**src/rtl/tx_sched_pkg.sv**
```systemverilog
// Shared definitions for the calendar transmit scheduler.
// Assumes: nothing beyond a 1800-2017 compiler.
package tx_sched_pkg;

    // Scheduler phases: choose a calendar entry, or serve its burst.
    typedef enum logic {
        SEL_ST = 1'b0,
        SRV_ST = 1'b1
    } sched_state_e;

    localparam int          FLOW_W    = 2;
    // Flow status value that forbids service of a port.
    localparam logic [1:0]  FLOW_STOP = 2'b11;

endpackage

```
**src/rtl/tx_cal_table.sv**
```systemverilog
// Calendar storage: DEPTH entries of {port, user ID, partition, burst code}.
// One write port and one asynchronous read port.
// Assumes: wr_idx and rd_idx stay below DEPTH; reset is synchronous, active low.
module tx_cal_table #(
    parameter int DEPTH   = 16,
    parameter int IDX_W   = 4,
    parameter int PORT_W  = 8,
    parameter int PART_W  = 3,
    parameter int BURST_W = 4
) (
    input  logic               clk,
    input  logic               rst_n,
    input  logic               wr_en,
    input  logic [IDX_W-1:0]   wr_idx,
    input  logic [PORT_W-1:0]  wr_port,
    input  logic [PORT_W-1:0]  wr_uid,
    input  logic [PART_W-1:0]  wr_part,
    input  logic [BURST_W-1:0] wr_burst,
    input  logic [IDX_W-1:0]   rd_idx,
    output logic [PORT_W-1:0]  rd_port,
    output logic [PORT_W-1:0]  rd_uid,
    output logic [PART_W-1:0]  rd_part,
    output logic [BURST_W-1:0] rd_burst
);

    logic [PORT_W-1:0]  port_q  [DEPTH];
    logic [PORT_W-1:0]  uid_q   [DEPTH];
    logic [PART_W-1:0]  part_q  [DEPTH];
    logic [BURST_W-1:0] burst_q [DEPTH];

    // Clear every entry on reset; update the addressed entry on a write.
    always_ff @(posedge clk) begin
        for (int i = 0; i < DEPTH; i++) begin
            if (!rst_n) begin
                port_q[i]  <= '0;
                uid_q[i]   <= '0;
                part_q[i]  <= '0;
                burst_q[i] <= '0;
            end else if (wr_en && (wr_idx == IDX_W'(i))) begin
                port_q[i]  <= wr_port;
                uid_q[i]   <= wr_uid;
                part_q[i]  <= wr_part;
                burst_q[i] <= wr_burst;
            end
        end
    end

    // Present the entry the scheduler is looking at.
    always_comb begin
        rd_port  = port_q[rd_idx];
        rd_uid   = uid_q[rd_idx];
        rd_part  = part_q[rd_idx];
        rd_burst = burst_q[rd_idx];
    end

endmodule

```
**src/rtl/tx_flow_table.sv**
```systemverilog
// Per-port flow status store, one 2-bit entry per port 0..DEPTH-1.
// Ports at or above DEPTH read as status 0 and their writes are dropped.
// Assumes: DEPTH <= 2**PORT_W; reset is synchronous, active low.
module tx_flow_table
    import tx_sched_pkg::*;
#(
    parameter int DEPTH  = 16,
    parameter int PORT_W = 8
) (
    input  logic              clk,
    input  logic              rst_n,
    input  logic              wr_en,
    input  logic [PORT_W-1:0] wr_port,
    input  logic [FLOW_W-1:0] wr_val,
    input  logic [PORT_W-1:0] rd_port,
    output logic [FLOW_W-1:0] rd_val
);

    logic [DEPTH-1:0][FLOW_W-1:0] hit_val;

    for (genvar g = 0; g < DEPTH; g++) begin : g_port
        logic [FLOW_W-1:0] val_q;

        // Hold the status of port g; reset to 0, overwrite on a matching write.
        always_ff @(posedge clk) begin
            if (!rst_n) begin
                val_q <= '0;
            end else if (wr_en && (wr_port == PORT_W'(g))) begin
                val_q <= wr_val;
            end
        end

        // Offer the status only when port g is the one being looked up.
        assign hit_val[g] = (rd_port == PORT_W'(g)) ? val_q : '0;
    end

    // Combine the per-port offers; at most one is non-zero.
    always_comb begin
        rd_val = '0;
        for (int i = 0; i < DEPTH; i++) begin
            rd_val = rd_val | hit_val[i];
        end
    end

endmodule

```
**src/rtl/tx_sched_fsm.sv**
```systemverilog
// Calendar walker and burst engine. Selects one entry per selection cycle,
// skips ports in stop state, then issues one read per burst cycle until the
// burst count runs out or an end-of-packet line comes back. link_dis holds
// every piece of state and blocks reads.
// Assumes: the buffer answers rd_req in the same cycle; line_vld is only
// meaningful while rd_req is high; reset is synchronous, active low.
module tx_sched_fsm
    import tx_sched_pkg::*;
#(
    parameter int CAL_DEPTH = 16,
    parameter int IDX_W     = 4,
    parameter int LEN_W     = 5,
    parameter int PORT_W    = 8,
    parameter int PART_W    = 3,
    parameter int BURST_W   = 4
) (
    input  logic               clk,
    input  logic               rst_n,
    input  logic               link_dis,
    input  logic [LEN_W-1:0]   cfg_cal_len,
    input  logic               cfg_use_uid,
    input  logic [PORT_W-1:0]  ent_port,
    input  logic [PORT_W-1:0]  ent_uid,
    input  logic [PART_W-1:0]  ent_part,
    input  logic [BURST_W-1:0] ent_burst,
    input  logic [FLOW_W-1:0]  ent_stat,
    input  logic               line_vld,
    input  logic               line_eop,
    output logic [IDX_W-1:0]   cal_idx,
    output logic               rd_req,
    output logic [PART_W-1:0]  rd_part,
    output logic               svc_active,
    output logic [PORT_W-1:0]  svc_port_id,
    output logic [FLOW_W-1:0]  svc_stat,
    output logic [BURST_W-1:0] svc_burst
);

    localparam int                CNT_W      = BURST_W + 1;
    localparam logic [LEN_W-1:0]  DEPTH_L    = LEN_W'(CAL_DEPTH);
    localparam logic [IDX_W-1:0]  LAST_FULL  = IDX_W'(CAL_DEPTH - 1);
    localparam logic [CNT_W-1:0]  FULL_BURST = CNT_W'(2 ** BURST_W);

    sched_state_e       st_q;
    logic [IDX_W-1:0]   idx_q;
    logic [IDX_W-1:0]   last_idx;
    logic [IDX_W-1:0]   next_idx;
    logic [CNT_W-1:0]   cnt_q;
    logic [PART_W-1:0]  part_q;
    logic               burst_end;

    // Last calendar index in use; 0 or an oversize length means the whole table.
    always_comb begin
        if ((cfg_cal_len == '0) || (cfg_cal_len > DEPTH_L)) begin
            last_idx = LAST_FULL;
        end else begin
            last_idx = IDX_W'(cfg_cal_len - 1'b1);
        end
    end

    // Ring successor of the current calendar position.
    assign next_idx  = (idx_q >= last_idx) ? '0 : idx_q + 1'b1;

    // A burst closes on its last counted cycle or on an end-of-packet line.
    assign burst_end = (line_vld && line_eop) || (cnt_q == CNT_W'(1));

    assign rd_req     = (st_q == SRV_ST) && !link_dis;
    assign rd_part    = part_q;
    assign cal_idx    = idx_q;
    assign svc_active = (st_q == SRV_ST);

    // Walk the calendar and run bursts; everything holds while link_dis is high.
    always_ff @(posedge clk) begin
        if (!rst_n) begin
            st_q        <= SEL_ST;
            idx_q       <= '0;
            cnt_q       <= '0;
            part_q      <= '0;
            svc_port_id <= '0;
            svc_stat    <= '0;
            svc_burst   <= '0;
        end else if (!link_dis) begin
            case (st_q)
                SEL_ST: begin
                    if (ent_stat == FLOW_STOP) begin
                        idx_q <= next_idx;
                    end else begin
                        st_q        <= SRV_ST;
                        cnt_q       <= (ent_burst == '0) ? FULL_BURST : CNT_W'(ent_burst);
                        part_q      <= ent_part;
                        svc_port_id <= cfg_use_uid ? ent_uid : ent_port;
                        svc_stat    <= ent_stat;
                        svc_burst   <= ent_burst;
                    end
                end
                SRV_ST: begin
                    if (burst_end) begin
                        st_q  <= SEL_ST;
                        idx_q <= next_idx;
                    end else begin
                        cnt_q <= cnt_q - 1'b1;
                    end
                end
                default: st_q <= SEL_ST;
            endcase
        end
    end

    AST_READ_HAS_BUDGET: assert property (@(posedge clk) disable iff (!rst_n)
        rd_req |-> (cnt_q != '0));
    AST_NO_STOP_SERVICE: assert property (@(posedge clk) disable iff (!rst_n)
        svc_active |-> (svc_stat != FLOW_STOP));
    AST_EOP_CLOSES: assert property (@(posedge clk) disable iff (!rst_n)
        (rd_req && line_vld && line_eop) |=> !svc_active);
    AST_FREEZE_HOLDS: assert property (@(posedge clk) disable iff (!rst_n)
        link_dis |=> ($stable(cnt_q) && $stable(idx_q) && $stable(st_q)));
    AST_IDX_IN_TABLE: assert property (@(posedge clk) disable iff (!rst_n)
        (int'(idx_q) < CAL_DEPTH));

endmodule

```
**src/rtl/tx_line_out.sv**
```systemverilog
// Link-side output register: forwards an accepted line one cycle later,
// otherwise marks the cycle idle.
// Assumes: a line is accepted when take_req and line_vld are both high;
// reset is synchronous, active low.
module tx_line_out #(
    parameter int LINE_W = 128
) (
    input  logic              clk,
    input  logic              rst_n,
    input  logic              take_req,
    input  logic              line_vld,
    input  logic [LINE_W-1:0] line_data,
    input  logic              line_eop,
    output logic              tx_vld,
    output logic              tx_idle,
    output logic [LINE_W-1:0] tx_data,
    output logic              tx_eop
);

    logic accept;

    assign accept = take_req && line_vld;

    // Register the accepted line, or an idle marker when nothing was taken.
    always_ff @(posedge clk) begin
        if (!rst_n) begin
            tx_vld  <= 1'b0;
            tx_idle <= 1'b1;
            tx_data <= '0;
            tx_eop  <= 1'b0;
        end else begin
            tx_vld  <= accept;
            tx_idle <= !accept;
            tx_data <= accept ? line_data : '0;
            tx_eop  <= accept && line_eop;
        end
    end

    AST_LINE_FORWARD: assert property (@(posedge clk) disable iff (!rst_n)
        accept |=> (tx_vld && !tx_idle && (tx_data == $past(line_data))));
    AST_EMPTY_IS_IDLE: assert property (@(posedge clk) disable iff (!rst_n)
        (take_req && !line_vld) |=> (tx_idle && !tx_vld));

endmodule

```
**src/rtl/tx_cal_sched.sv**
```systemverilog
// Calendar-driven transmit scheduler top. Joins the calendar store, the
// per-port status store, the walker/burst engine and the link-side register.
// Assumes: CAL_DEPTH >= 2 and STAT_DEPTH <= 2**PORT_W; one clock domain;
// synchronous active-low reset.
module tx_cal_sched
    import tx_sched_pkg::*;
#(
    parameter int CAL_DEPTH  = 16,
    parameter int STAT_DEPTH = 16,
    parameter int PORT_W     = 8,
    parameter int PART_W     = 3,
    parameter int BURST_W    = 4,
    parameter int LINE_W     = 128,
    localparam int IDX_W     = $clog2(CAL_DEPTH),
    localparam int LEN_W     = $clog2(CAL_DEPTH + 1)
) (
    input  logic               clk,
    input  logic               rst_n,
    input  logic [LEN_W-1:0]   cfg_cal_len,
    input  logic               cfg_use_uid,
    input  logic               cal_wr_en,
    input  logic [IDX_W-1:0]   cal_wr_idx,
    input  logic [PORT_W-1:0]  cal_wr_port,
    input  logic [PORT_W-1:0]  cal_wr_uid,
    input  logic [PART_W-1:0]  cal_wr_part,
    input  logic [BURST_W-1:0] cal_wr_burst,
    input  logic               stat_wr_en,
    input  logic [PORT_W-1:0]  stat_wr_port,
    input  logic [1:0]         stat_wr_val,
    input  logic               link_dis,
    output logic               rd_req,
    output logic [PART_W-1:0]  rd_part,
    input  logic               line_vld,
    input  logic [LINE_W-1:0]  line_data,
    input  logic               line_eop,
    output logic               tx_vld,
    output logic               tx_idle,
    output logic [LINE_W-1:0]  tx_data,
    output logic               tx_eop,
    output logic               svc_active,
    output logic [PORT_W-1:0]  svc_port_id,
    output logic [1:0]         svc_stat,
    output logic [BURST_W-1:0] svc_burst
);

    logic [IDX_W-1:0]   cal_idx;
    logic [PORT_W-1:0]  ent_port;
    logic [PORT_W-1:0]  ent_uid;
    logic [PART_W-1:0]  ent_part;
    logic [BURST_W-1:0] ent_burst;
    logic [FLOW_W-1:0]  ent_stat;

    tx_cal_table #(
        .DEPTH   (CAL_DEPTH),
        .IDX_W   (IDX_W),
        .PORT_W  (PORT_W),
        .PART_W  (PART_W),
        .BURST_W (BURST_W)
    ) u_cal (
        .clk      (clk),
        .rst_n    (rst_n),
        .wr_en    (cal_wr_en),
        .wr_idx   (cal_wr_idx),
        .wr_port  (cal_wr_port),
        .wr_uid   (cal_wr_uid),
        .wr_part  (cal_wr_part),
        .wr_burst (cal_wr_burst),
        .rd_idx   (cal_idx),
        .rd_port  (ent_port),
        .rd_uid   (ent_uid),
        .rd_part  (ent_part),
        .rd_burst (ent_burst)
    );

    tx_flow_table #(
        .DEPTH  (STAT_DEPTH),
        .PORT_W (PORT_W)
    ) u_flow (
        .clk     (clk),
        .rst_n   (rst_n),
        .wr_en   (stat_wr_en),
        .wr_port (stat_wr_port),
        .wr_val  (stat_wr_val),
        .rd_port (ent_port),
        .rd_val  (ent_stat)
    );

    tx_sched_fsm #(
        .CAL_DEPTH (CAL_DEPTH),
        .IDX_W     (IDX_W),
        .LEN_W     (LEN_W),
        .PORT_W    (PORT_W),
        .PART_W    (PART_W),
        .BURST_W   (BURST_W)
    ) u_fsm (
        .clk         (clk),
        .rst_n       (rst_n),
        .link_dis    (link_dis),
        .cfg_cal_len (cfg_cal_len),
        .cfg_use_uid (cfg_use_uid),
        .ent_port    (ent_port),
        .ent_uid     (ent_uid),
        .ent_part    (ent_part),
        .ent_burst   (ent_burst),
        .ent_stat    (ent_stat),
        .line_vld    (line_vld),
        .line_eop    (line_eop),
        .cal_idx     (cal_idx),
        .rd_req      (rd_req),
        .rd_part     (rd_part),
        .svc_active  (svc_active),
        .svc_port_id (svc_port_id),
        .svc_stat    (svc_stat),
        .svc_burst   (svc_burst)
    );

    tx_line_out #(
        .LINE_W (LINE_W)
    ) u_out (
        .clk       (clk),
        .rst_n     (rst_n),
        .take_req  (rd_req),
        .line_vld  (line_vld),
        .line_data (line_data),
        .line_eop  (line_eop),
        .tx_vld    (tx_vld),
        .tx_idle   (tx_idle),
        .tx_data   (tx_data),
        .tx_eop    (tx_eop)
    );

    AST_DISABLED_NO_POLL: assert property (@(posedge clk) disable iff (!rst_n)
        (link_dis && $past(link_dis)) |-> (!rd_req && !tx_vld));

endmodule

```
**config.mk**
```make
export PLATFORM = sky130hd
export DESIGN_NAME = tx_cal_sched
export DESIGN_NICKNAME = d
export VERILOG_FILES = /design/src/rtl/tx_sched_pkg.sv /design/src/rtl/tx_cal_table.sv /design/src/rtl/tx_flow_table.sv /design/src/rtl/tx_sched_fsm.sv /design/src/rtl/tx_line_out.sv /design/src/rtl/tx_cal_sched.sv
export SDC_FILE = /design/constraint.sdc
export NUM_CORES = 1
export LEC_CHECK = 0
export ABC_AREA = 1
export CAP_MARGIN = 10
export CORE_ASPECT_RATIO = 0.5
export CORE_UTILIZATION = 50
export CTS_CLUSTER_DIAMETER = 40
export DETAILED_ROUTE_END_ITERATION = 6
export HOLD_SLACK_MARGIN = 0.1
export PLACE_DENSITY = 0.73
export SLEW_MARGIN = 20
export SYNTH_ARGS = -nofsm -noshare
export SYNTH_HDL_FRONTEND = slang
export SYNTH_HIERARCHICAL = 1
export SYNTH_SLANG_ARGS = --single-unit
```
**constraint.sdc**
```tcl
create_clock -name clk -period 6.83 [get_ports clk]
set_clock_uncertainty 0.15 [all_clocks]
set_input_delay 0.683 -clock clk [delete_from_list [all_inputs] [get_ports clk]]
set_output_delay 0.683 -clock clk [all_outputs]
set_load 0.02 [all_outputs]
```
### Yosys cells after proc, flatten, opt, wreduce, memory -nomap -nowiden

Memories as Yosys holds them, arrays and structs flattened. A register that Yosys moved wholly into a read port is not among the register bits.
Index checks and enable logic that the tools add are counted.

| storage, ports and cells | value |
|---|---|
| output and inout bits | 150 |
| bits in registers | 187 |
| RAM bits | 368 |
| input port bits | 178 |
| memories kept | 4 |
| word-level logic and storage cells | 366 |

Memory list:

| memory | depth | bits a word | rd ports | clocked after memory_dff | wr ports | line | text |
|---|---|---|---|---|---|---|---|
| u_cal.port_q | 16 | 8 | 1 | 1 | 16 | tx_cal_table.sv:26 | `logic [PORT_W-1:0] port_q [DEPTH];` |
| u_cal.uid_q | 16 | 8 | 1 | 1 | 16 | tx_cal_table.sv:27 | `logic [PORT_W-1:0] uid_q [DEPTH];` |
| u_cal.burst_q | 16 | 4 | 1 | 1 | 16 | tx_cal_table.sv:29 | `logic [BURST_W-1:0] burst_q [DEPTH];` |
| u_cal.part_q | 16 | 3 | 1 | 1 | 16 | tx_cal_table.sv:28 | `logic [PART_W-1:0] part_q [DEPTH];` |

| cells by class | value |
|---|---|
| $lt $le $gt $ge | 2 |
| reductions and logical operators | 50 |
| muxes and demuxes | 148 |
| equal/unequal tests | 51 |
| $add $sub $neg | 3 |
| bitwise gates (word level) | 82 |

Operators by type and width:

| cell | number |
|---|---|
| 8-bit two-way mux | 33 |
| 8-bit by 4-bit equality test with 1-bit output, second input constant | 16 |
| 4-bit two-way mux | 26 |
| 8-bit by 3-bit equality test with 1-bit output, second input constant | 8 |
| 1-bit bitwise OR | 64 |
| 1-bit two-way mux | 51 |
| 3-bit two-way mux | 16 |
| 1-bit logical AND | 36 |
| 4-bit equality test, second input constant | 8 |
| 8-bit by 2-bit equality test with 1-bit output, second input constant | 4 |
| 2-bit two-way mux | 16 |
| 2-bit bitwise OR | 15 |
| 4-bit by 3-bit equality test with 1-bit output, second input constant | 4 |
| 8-bit by 1-bit equality test with 1-bit output, second input constant | 2 |
| 8-bit logical NOT | 2 |
| 5-bit two-way mux | 3 |
| 5-bit case mux with 2 select lines | 1 |
| 3-bit AND reduction | 3 |
| 4-bit by 2-bit equality test with 1-bit output, second input constant | 2 |
| 4-bit logical NOT | 2 |
| 4-bit case mux with 2 select lines | 1 |
| 2-bit inequality test, second input constant | 3 |
| 5-bit by 1-bit equality test with 1-bit output, second input constant | 1 |
| 5-bit > comparator, second input constant | 1 |
| 13 further kinds | 18 |

### Logic depth before layout (Yosys ltp)

| depth | value |
|---|---|
| word-level depth | 22 |
| depth in mapped cells | 27 |

### Hierarchy

Netlist, hierarchy kept.

By module, submodules not included:

| module | cells each | sequential area each (µm²) | instances | area an instance (µm²) |
|---|---|---|---|---|
| tx_cal_table | 1988 | 11050.6 | 1 | 17648.2 |
| tx_line_out | 405 | 2622.5 | 1 | 3729.8 |
| tx_flow_table | 280 | 640.6 | 1 | 1863.0 |
| tx_sched_fsm | 209 | 540.5 | 1 | 1536.5 |

### Worst setup path after synthesis

Ideal clock, no wire load.

| timing path | value |
|---|---|
| path type | input to register |
| start point | input port cal_wr_idx[0] |
| end point | memory u_cal.burst_q[13][0] (enable) |
| buffers on the path | 0 |
| required time | 6245 ps |
| arrival time | 2727 ps |
| setup time | 435 ps |
| slack | 3518 ps |
| stages | 4 |
| cell sequence | inv_1 > nor2_1 > inv_1 > o21ai_0 |

RTL lines:

| what | line | text |
|---|---|---|
| start, declared | tx_cal_sched.sv:22 | `input logic [IDX_W-1:0] cal_wr_idx,` |
| end, declared | tx_cal_table.sv:29 |  |

==> impl_results.md <==
* Worst VDD drop at 0.182 mV
* Detailed placer's ending HPWL at 42,700 um
* Worst setup margin at approximately 2.5 ns
* Area growth syn-to-layout at 21.7%
* Die Area at roughly 50,000 um2
* Dpl ws at around 2.6 ns
* Nets at 3,333
* Worst slew pin tran at 1.04 ns
* FILL cells at 3,998
* Critical path endpoint category: register
* R2R cell count at 21
* Hold endpoint: u_fsm/cnt_q[4]
* Final GP Congestion at 0.842
* DRC Markers at 0
* Detail Route Antenna Nets at 0
* Vias per Instance at 5.18
* CTS Hold Bufs at 0
* Post-synthesis sequential area ratio at 0.600
* Critical Path RT at 7.20 ns
* YS warnings at 6
* Crit path top cell by count: nand2_1
* Post-CTS sizing at 0
* Row count at between 50 and 60
* Max Cap Violations at 0
* Critical-path cell list: inv_6, nand2_1, nand3_1, nand3_1, nand3_1, nand2_1, inv_1, nand2_1, nor2_1, buf_4, nand3_1, nand2_1, inv_1, nand2_1, nor2_1, nand2_1, nand2_1, nand2_4, nor2_4, o21ai_0, a21oi_1
* All-Layer GR Usage at 0.275
* Top cells by area, synth: edfxtp_1 (45%), dfxtp_1 (15%), nand2_1 (9.1%)
* Startpoint types: register
* EDFF count, synth at 368
* Routed WL per cell at 18.2 um
* Mapped Area at 24,800 um2
* Max stage delay cell, worst path: dfxtp_4
* WP buf/inv at 4
* Leak at 13.6 nW
* Reg2reg setup slack at between 2 and 2.5 ns
* Core Region at 48,700 um2
* CTS root buf: clkbuf_16
* Largest net degree at the start of global routing at between 100 and 150
* Sinks on Clock Net at 558
* Cells after synthesis at 2,882
* Initial antenna violation count at 1
* Die Span Y at between 150 and 200 um
* Tcrit/Tclk final at 0.641
* Most frequent cell after synthesis: nand2_1
* First-pass DRT Iterations at 6
* Total CTS buffers at 53
* Top cell type's share of synthesized area at 0.446
* Post-layout util at 0.619
* Critical path data arrival time at 4.75 ns
* Critical path peak fanout at 120
* Unique masters post-synth at 35
* Worst slew margin at 0.305
* Endpoints failing hold at 0
* Power Density at 251 nW/um2
* Commonest cells post-synth: nand2_1 (602), nor2_1 (571), inv_1 (499)
* Max Transition Viols Final at 0
* Via Count at 19,879
* Family with the most delay on the worst path: simple AND/OR/NAND/NOR gates
* Synthesized flop and latch total at 558
* CTS tree: done
* Post-synth ARST share at 0
* Clk_lat worst skew at 0.60 ns
* Yosys top cell by area: edfxtp_1
* Routed wire length at 70,000 um
* FMAX at 228 MHz
* Port Buf Inserts at 327
* Syn_nets at 3,068
* Layout cells sized above 1 at 0.0521
* Slowest stage delay, CP at between 0.8 and 0.9 ns
* Syn avg cell area at 8.60 um2
* Clock-pin slew on the worst setup and hold paths at roughly 0.070 ns
* # IOs at 328
* Top FF cell, synth: edfxtp_1
* CTS H-tree lvls at 2
* Setup bufs post-CTS at 0
* Final setup vio count at 0
* Worst hold path startpoint: rst_n
* Drt first-iter violations at roughly 2,200
* Initial Util at 0.509
* Type of the worst min-delay path: in2reg
* RSZ-0062 raised after global routing: false
* FF-to-FF End: u_fsm/svc_port_id[1]
* R2r startpoint: u_fsm/cal_idx[0]
* Setup TNS at 0 ns
* Hold depth at 3
* Tmin final at around 4.4 ns
* Die Width at 317 um
* Outcome: completed
* Path type of the worst setup path: reg2reg
* Vias in the first global route at 18,867
* First-pass GRT wire length at 107,000 um
* Overflow after GRT at 0
* Clock buffer depth at 3
[routing by layer]
| metal | GRT usage | vias up | wire length [um] |
|---|---|---|---|
| met5 | 0 | - | 0 |
| met4 | 0.0922 | 0 | 2120 |
| met3 | 0.0629 | 144 | 7690 |
| met2 | 0.436 | 1005 | 32000 |
| met1 | 0.371 | 9263 | 28200 |
| li1 | - | 9467 | - |
[through the flow]
stage / hold WS, ns / area (um2) / total power, W / instances
after floorplan: 0.290 / 24800 / 0.00430 / 2882
after global placement: 0.305 / 28400 / 0.00461 / 3741
after detailed placement: 0.310 / 28400 / 0.00463 / 3741
after CTS: 0.257 / 30200 / 0.00762 / 3836
after global routing: 0.260 / 30200 / 0.00784 / 3837
final: 0.273 / 30200 / 0.00758 / 3837
[state kept, by name, indices dropped and copies added, names as in the netlist, 5 cells and up]
| register | count |
|---|---|
| u_flow/g_port.val_q | 32 |
| u_cal/port_q | 128 |
| u_cal/uid_q | 128 |
| u_fsm/svc_port_id | 8 |
| u_fsm/cnt_q | 5 |
| u_cal/part_q | 48 |
| u_out/tx_data | 128 |
| u_cal/burst_q | 64 |
[area by class of cell]
class	instances	area, um2	share of cell area
Timing Repair Buffer	370	3590	0.119
Inverter	502	1890	0.0627
Antenna cell	1	2.50	0.0000830
Clock buffer	64	1410	0.0467
Sequential cell	558	14900	0.493
Clock inverter	31	340	0.0113
Tap cell	649	812	0.0269
Multi-Input combinational cell	1662	7250	0.240
[kinds of logic after synthesis]
group | after synthesis | synth area share
buffers and inverters | 662 | 0.109
AOI/OAI and AO/OA | 92 | 0.0209
xor gates and xnor gates | 4 | 0.00141
adders and majority gates | 8 | 0.00404
DFF | 558 | 0.600
and+or+nand+nor | 1550 | 0.262
muxes | 8 | 0.00323
[cell usage in the layout, fill, tap and decap left out, types with 29 or more instances in the layout]
cell type / instances
o21ai_0: 29
nand3_1: 339
clkdlybuf4s50_1: 326
nor2_1: 571
nand2_1: 602
clkbuf_16: 53
dfxtp_1: 187
edfxtp_1: 368
a21oi_1: 43
buf_4: 43
inv_1: 499
[worst max-delay path by stage]
| stage | slack, ns | depth (start not counted) | startpoint | endpoint |
|---|---|---|---|---|
| after floorplan | 3.52 | 4 | cal_wr_idx[0] | u_cal/burst_q[13][0] |
| after detailed placement | 2.59 | 21 | u_fsm/cal_idx[0] | u_fsm/svc_port_id[1] |
| after global routing | 1.90 | 21 | u_fsm/cal_idx[0] | u_fsm/svc_port_id[1] |
| after CTS | 2.58 | 21 | u_fsm/cal_idx[0] | u_fsm/svc_port_id[1] |
| after global placement | 2.66 | 21 | u_fsm/cal_idx[0] | u_fsm/svc_port_id[6] |
| final | 2.45 | 21 | u_fsm/cal_idx[0] | u_fsm/svc_port_id[1] |
[power breakdown]
part           switching (W)  internal (W)
Sequential         0.0000574       0.00375
Combinational       0.000503      0.000266
Clock                0.00133       0.00167
Total                0.00189       0.00569
[worst reg2reg max path, cell delays in order (launching register included)]
cell,delay [ns]
dfxtp_4,0.89
inv_6,0.55
nand2_1,0.23
nand3_1,0.08
nand3_1,0.11
nand3_1,0.21
nand2_1,0.23
inv_1,0.05
nand2_1,0.06
nor2_1,0.04
buf_4,0.21
nand3_1,0.11
nand2_1,0.05
inv_1,0.05
nand2_1,0.05
nor2_1,0.10
nand2_1,0.09
nand2_1,0.14
nand2_4,0.11
nor2_4,0.46
o21ai_0,0.18
a21oi_1,0.16
Power figures use the tool's default switching activity.
